$ cat src/rtl/pio_act_pkg.sv
package pio_act_pkg;

    typedef enum logic [0:0] {
        CMD_IDLE    = 1'b0,
        CMD_CONFIRM = 1'b1
    } cmd_state_e;

    localparam logic [7:0] CLR_OPCODE   = 8'hC3;
    localparam logic [7:0] CONFIRM_BYTE = 8'hAA;

endpackage

$ cat src/rtl/pio_act_sync.sv
module pio_act_sync #(
    parameter int W = 1
) (
    input  logic         clk,
    input  logic         rst_n,
    input  logic [W-1:0] d_async,
    output logic [W-1:0] d_sync
);

    logic [W-1:0] stage1;

    always_ff @(posedge clk) begin
        if (!rst_n) begin
            stage1 <= '0;
            d_sync <= '0;
        end else begin
            stage1 <= d_async;
            d_sync <= stage1;
        end
    end

endmodule

$ cat src/rtl/pio_act_qual.sv
module pio_act_qual #(
    parameter int MIN_PULSE = 4
) (
    input  logic clk,
    input  logic rst_n,
    input  logic lvl,
    output logic hit
);

    localparam int CNT_W = (MIN_PULSE < 2) ? 1 : $clog2(MIN_PULSE + 1);
    localparam logic [CNT_W-1:0] LAST = CNT_W'(MIN_PULSE - 1);

    logic             ref_lvl;
    logic [CNT_W-1:0] run_cnt;
    logic             differs;

    assign differs = (lvl != ref_lvl);
    assign hit     = differs && (run_cnt == LAST);

    // The new level must persist for MIN_PULSE samples before it becomes
    // the reference; any return to the reference level restarts the count.
    always_ff @(posedge clk) begin
        if (!rst_n) begin
            ref_lvl <= 1'b0;
            run_cnt <= '0;
        end else if (differs) begin
            if (run_cnt == LAST) begin
                ref_lvl <= lvl;
                run_cnt <= '0;
            end else begin
                run_cnt <= run_cnt + 1'b1;
            end
        end else begin
            run_cnt <= '0;
        end
    end

endmodule

$ cat src/rtl/pio_act_ctrl.sv
module pio_act_ctrl
    import pio_act_pkg::*;
(
    input  logic       clk,
    input  logic       rst_n,
    input  logic [7:0] cmd_byte,
    input  logic       cmd_valid,
    input  logic       bus_reset,
    input  logic       rd_req,
    output logic       clear_all,
    output logic       in_confirm,
    output logic       conf_valid,
    output logic [7:0] conf_byte
);

    cmd_state_e state_q, state_d;
    logic       serve_rd;

    // State register
    always_ff @(posedge clk) begin
        if (!rst_n) state_q <= CMD_IDLE;
        else        state_q <= state_d;
    end

    // Next state and command decode
    always_comb begin
        state_d   = state_q;
        clear_all = 1'b0;
        serve_rd  = 1'b0;
        unique case (state_q)
            CMD_IDLE: begin
                if (!bus_reset && cmd_valid && cmd_byte == CLR_OPCODE) begin
                    clear_all = 1'b1;
                    state_d   = CMD_CONFIRM;
                end
            end
            CMD_CONFIRM: begin
                if (bus_reset) state_d = CMD_IDLE;
                else           serve_rd = rd_req;
            end
            default: state_d = CMD_IDLE;
        endcase
    end

    assign in_confirm = (state_q == CMD_CONFIRM);

    // Outputs
    always_ff @(posedge clk) begin
        if (!rst_n) begin
            conf_valid <= 1'b0;
            conf_byte  <= 8'h00;
        end else begin
            conf_valid <= serve_rd;
            conf_byte  <= serve_rd ? CONFIRM_BYTE : 8'h00;
        end
    end

endmodule

$ cat src/rtl/pio_act_regport.sv
module pio_act_regport #(
    parameter int              NCH         = 2,
    parameter int              ADDR_W      = 16,
    parameter int              DATA_W      = 8,
    parameter logic [ADDR_W-1:0] STATUS_ADDR = 16'h0222
) (
    input  logic              clk,
    input  logic              rst_n,
    input  logic              reg_rd,
    input  logic [ADDR_W-1:0] reg_addr,
    input  logic [NCH-1:0]    flags,
    output logic              reg_rvalid,
    output logic [DATA_W-1:0] reg_rdata
);

    logic [DATA_W-1:0] status_word;

    always_comb begin
        status_word          = '0;
        status_word[NCH-1:0] = flags;
    end

    always_ff @(posedge clk) begin
        if (!rst_n) begin
            reg_rvalid <= 1'b0;
            reg_rdata  <= '0;
        end else begin
            reg_rvalid <= reg_rd;
            if (reg_rd && reg_addr == STATUS_ADDR) reg_rdata <= status_word;
            else                                   reg_rdata <= '0;
        end
    end

endmodule

$ cat src/rtl/pio_activity_bank.sv
module pio_activity_bank #(
    parameter int                NCH         = 2,
    parameter int                MIN_PULSE   = 4,
    parameter int                ADDR_W      = 16,
    parameter int                DATA_W      = 8,
    parameter logic [ADDR_W-1:0] STATUS_ADDR = 16'h0222
) (
    input  logic              clk,
    input  logic              rst_n,
    input  logic [NCH-1:0]    pin_raw,
    input  logic [7:0]        cmd_byte,
    input  logic              cmd_valid,
    input  logic              bus_reset,
    input  logic              rd_req,
    output logic              conf_valid,
    output logic [7:0]        conf_byte,
    input  logic              reg_rd,
    input  logic [ADDR_W-1:0] reg_addr,
    output logic              reg_rvalid,
    output logic [DATA_W-1:0] reg_rdata,
    output logic [NCH-1:0]    latch_q
);

    logic [NCH-1:0] pin_sync;
    logic [NCH-1:0] set_vec;
    logic           clear_all;
    logic           mode_confirm;

    pio_act_sync #(.W(NCH)) u_sync (
        .clk     (clk),
        .rst_n   (rst_n),
        .d_async (pin_raw),
        .d_sync  (pin_sync)
    );

    for (genvar ch = 0; ch < NCH; ch++) begin : g_chan
        pio_act_qual #(.MIN_PULSE(MIN_PULSE)) u_qual (
            .clk   (clk),
            .rst_n (rst_n),
            .lvl   (pin_sync[ch]),
            .hit   (set_vec[ch])
        );

        // Clear outranks a coincident qualification
        always_ff @(posedge clk) begin
            if (!rst_n)         latch_q[ch] <= 1'b0;
            else if (clear_all) latch_q[ch] <= 1'b0;
            else if (set_vec[ch]) latch_q[ch] <= 1'b1;
        end
    end

    pio_act_ctrl u_ctrl (
        .clk        (clk),
        .rst_n      (rst_n),
        .cmd_byte   (cmd_byte),
        .cmd_valid  (cmd_valid),
        .bus_reset  (bus_reset),
        .rd_req     (rd_req),
        .clear_all  (clear_all),
        .in_confirm (mode_confirm),
        .conf_valid (conf_valid),
        .conf_byte  (conf_byte)
    );

    pio_act_regport #(
        .NCH         (NCH),
        .ADDR_W      (ADDR_W),
        .DATA_W      (DATA_W),
        .STATUS_ADDR (STATUS_ADDR)
    ) u_regs (
        .clk        (clk),
        .rst_n      (rst_n),
        .reg_rd     (reg_rd),
        .reg_addr   (reg_addr),
        .flags      (latch_q),
        .reg_rvalid (reg_rvalid),
        .reg_rdata  (reg_rdata)
    );

endmodule

$ cat config.mk
export PLATFORM = sky130hd
export DESIGN_NAME = pio_activity_bank
export DESIGN_NICKNAME = d
export VERILOG_FILES = /design/src/rtl/pio_act_pkg.sv /design/src/rtl/pio_act_sync.sv /design/src/rtl/pio_act_qual.sv /design/src/rtl/pio_act_ctrl.sv /design/src/rtl/pio_act_regport.sv /design/src/rtl/pio_activity_bank.sv
export SDC_FILE = /design/constraint.sdc
export NUM_CORES = 1
export LEC_CHECK = 0
export BUFFER_PORTS_ARGS = -buffer_cell sky130_fd_sc_hd__buf_2
export CORE_MARGIN = 1
export CORE_UTILIZATION = 40
export CTS_CLUSTER_DIAMETER = 50
export CTS_CLUSTER_SIZE = 25
export DETAILED_ROUTE_END_ITERATION = 7
export PLACE_DENSITY = 0.82
export SETUP_SLACK_MARGIN = 0.02
export SLEW_MARGIN = 15
export SYNTH_ARGS = -nofsm -noshare
export SYNTH_HDL_FRONTEND = slang
export SYNTH_HIERARCHICAL = 1
export SYNTH_SLANG_ARGS = --single-unit
$ cat constraint.sdc
create_clock -name clk -period 2.5 [get_ports clk]
set_input_delay 0.5 -clock clk [delete_from_list [all_inputs] [get_ports clk]]
set_output_delay 0.5 -clock clk [all_outputs]
set_load 0.1 [all_outputs]
==> results list <==
- The run finished with clean final reports.
- Post-CTS resize count: 0
- Origin of the critical flop-to-flop path: g_chan[0].u_qual/run_cnt[0]
* Number of nets in the layout: approximately 160
- Final Hold Vio Count: 0
- TritonCTS clock tree: yes
- During placement, the flow inserted port buffers numbering slightly above 40.
- The analysis attributes to cell leakage a power of 0.510 nW.
* Count of pins over their slew limit: 0
- Area of the core region: 2000 sq um
- After detailed routing, the average wire length per cell comes to ~10 microns.
- Number of clock buffers inserted by TritonCTS: 3
* Number of non-filler instances in the completed layout: between 100 and 150
* Area overhead of the layout relative to synthesis: 21.7%
* Maximum capacitance violations: 0
* Commonest non-fill, non-tap cell in the layout: buf_2
- The cell family contributing the most delay on the critical path is buffers and inverters.
- Clock tree sinks: 19
- For the worst setup path, the data arrival time is 1.11 ns.
- Most frequent cells in the layout: buf_2, dfxtp_1, conb_1
- After synthesis, flip-flops and latches occupy between 40 and 50% of the total area.
- The final layout contains routed wiring with a total length of around 1.5 mm.
- Top Ports: between 50 and 60
* Aggregate negative setup slack: 0 ns
- Before CTS, the worst setup slack after placement is approximately 0.75 ns.
- In the final layout, the share of cells above drive strength 1 is a little over two fifths.
* Instance count after placement with tap cells included: 143
- Series of cell instances along the critical path: buf_2
- Maximum clock frequency: between 0.6 and 0.7 GHz
- Root Driver: clkbuf_4
- For this configuration, the core starts out at a cell density of between 40% and 50%.
* Portion of the clock cycle consumed by the worst path in the final layout: roughly 64%
* Diodes inserted: 0
* Worst setup path startpoint: u_ctrl/conf_byte[5]
* Antenna violations before repair: 0
- The via count of the first global-routing pass is about 630.
* Cell row count: 16
- The floorplan step set the die width to roughly 50 microns.
* Maximum number of pins on one net before global-route repair: 18
* Number of cells produced by synthesis: 81
- On the worst path, the slowest cell contributes a delay of 0.44 ns.
* Top_reg_cell synth: dfxtp_1
- In this run the number of cells on the critical path is 1.
- Overall Global Routing Usage: around an eighth
* Time the worst path needs with I/O delays and setup: between 1.5 and 2 ns
- CP Launch Type: register
- The synthesized netlist contains 25 unique library cells.
- WP buf/inv: 1
- After synthesis, the share of flip-flops with an asynchronous set or reset is 0%.
- Cell depth of the worst hold path: 2
- Fill cells in the final layout number ~200.
- Post-CTS setup buffer count: 0
- Counting flops with a built-in enable in the synthesized netlist gives 0.
- Class of the most critical hold timing path: input port to register
- Avg Synthesized Cell Area: 10.8 sq um
- Clock-pin slew was measured on the worst setup and hold paths at approximately 0.10 ns.
- In this run the power density over the cells is 536 nW/um^2.
- No sink is reached through more buffers than the 2 on the longest clock path.
* Worst path required time: roughly 2.0 ns
- Global-route wire length before repair: around 2.5 mm
- Finish-stage setup viols: 0
- Warnings, synthesis: 6
* Area of the multi-input gates: just over 400 sq um
* Cts hold-fix bufs: 0
- Final cell utilization of the core: a little over half
- HPWL after detailed placement: ~1.2 mm
* Post-detailed-route DRC marker count: 0
* Floorplan die area: about 2400 sq um
- Unrepaired setup endpoints after global routing: no
- The detail route stage leaves a number of antenna-violating nets equal to 0.
- Clock latency at the later pin of the worst-skew pair: just under 0.3 ns
- Largest driver fanout on the critical path: 5
* Min setup slack post-route: just under 0.9 ns
* Synthesis-stage register bit count: 19
- In this run, the number of DRC markers left after iteration 0 of detailed routing was 6.
* Detailed Routing Iterations Pass 1: 4
- The worst-case IR drop observed on VDD is about 0.44 mV.
- The worst register-to-register path has a depth of 5.
- The routed layout has 700 vias.
* Combined area of all synthesized cells: 876 sq um
- Slowest stage cell on the critical path: buf_2
- After detailed routing, the number of vias per cell comes to 4.76.
- Critical Setup Path Class: register to output pin
- Placer Congestion: between 0.7 and 0.8
- Worst Min Path Start: pin_raw[1]
- In this run the number of H-tree levels came out at 1.
* Overall die height: 48.8 microns
- Between clock sinks in the finished design, the worst skew comes to roughly 0.0035 ns.
- The total overflow left after global routing is 0.
- Footprint of the flip-flops and latches: ~380 sq um
* Category of the worst setup path capture point: output pin
## synthesized netlist by cell type (2+ instances only)
master	instances	area, sq um
and2_1	5	31.3
and2b_2	2	17.5
and3_1	3	18.8
and4bb_2	2	25.0
buf_4	14	105
conb_1	2	7.51
dfxtp_1	19	380
ha_1	4	50.1
inv_1	2	7.51
mux2i_1	2	20.0
nor2_1	5	18.8
nor2b_1	2	12.5
nor4_1	2	12.5
nor4b_1	5	43.8
xnor2_1	2	17.5
## layout make-up
class,count,share of cell area [%]
Inverter,2,0.704
Sequential cell,19,35.7
Tap cell,27,3.17
Timing Repair Buffer,41,19.2
Clock buffer,4,2.46
Multi-Input combinational cell,54,38.7
## where the power goes
group,internal [mW],leakage (nW),switching [mW]
Combinational,0.0278,0.341,0.0869
Clock,0.0621,0.0150,0.0857
Sequential,0.307,0.154,0.00183
## per-layer routing
metal	share of wire, %	global-route usage, %	vias to the layer above
li1	-	-	339
met1	38	11.8	318
met4	0.74	5.88	0
met3	11	6.85	3
met2	50	24.8	40
met5	0	0	-
## logic make-up after synthesis
| kind of cell | Yosys count | share of synthesized area (%) |
|---|---|---|
| multiplexers | 2 | 2.29 |
| flip-flops | 19 | 43.4 |
| AND/OR/NAND/NOR | 35 | 32.0 |
| other | 2 | 0.857 |
| buffers and inverters | 16 | 12.9 |
| adder cells (fa/ha/maj) | 4 | 5.71 |
| XOR/XNOR | 2 | 2.00 |
| AO/OA/AOI/OAI | 1 | 0.857 |
## state kept, by name (all words and copies together) (netlist names)
| signal | cells |
|---|---|
| u_ctrl/conf_byte | 1 |
| u_regs/reg_rvalid | 1 |
| g_chan.u_qual/ref_lvl | 2 |
| u_regs/reg_rdata | 2 |
| u_sync/stage1 | 2 |
| latch_q | 2 |
| u_ctrl/in_confirm | 1 |
| u_sync/d_sync | 2 |
| g_chan.u_qual/run_cnt | 6 |
## through the flow
stage                     hold WS [ns]  instance area, sq um  power (mW)
after floorplan                  0.406                   906       0.413
after global placement           0.408                  1040       0.428
after detailed placement         0.416                  1040       0.431
after CTS                        0.395                  1070       0.583
after global routing             0.387                  1070       0.601
final                            0.411                  1070       0.572
## path summary, 6_finish.rpt
check	end	slack, ns
max	conf_byte[7]	0.89
min	u_sync/stage1[1]	0.41
max reg2reg	latch_q[0]	1.30
min reg2reg	u_sync/d_sync[0]	0.44
No activity file was read; power rests on OpenSTA's default activity.
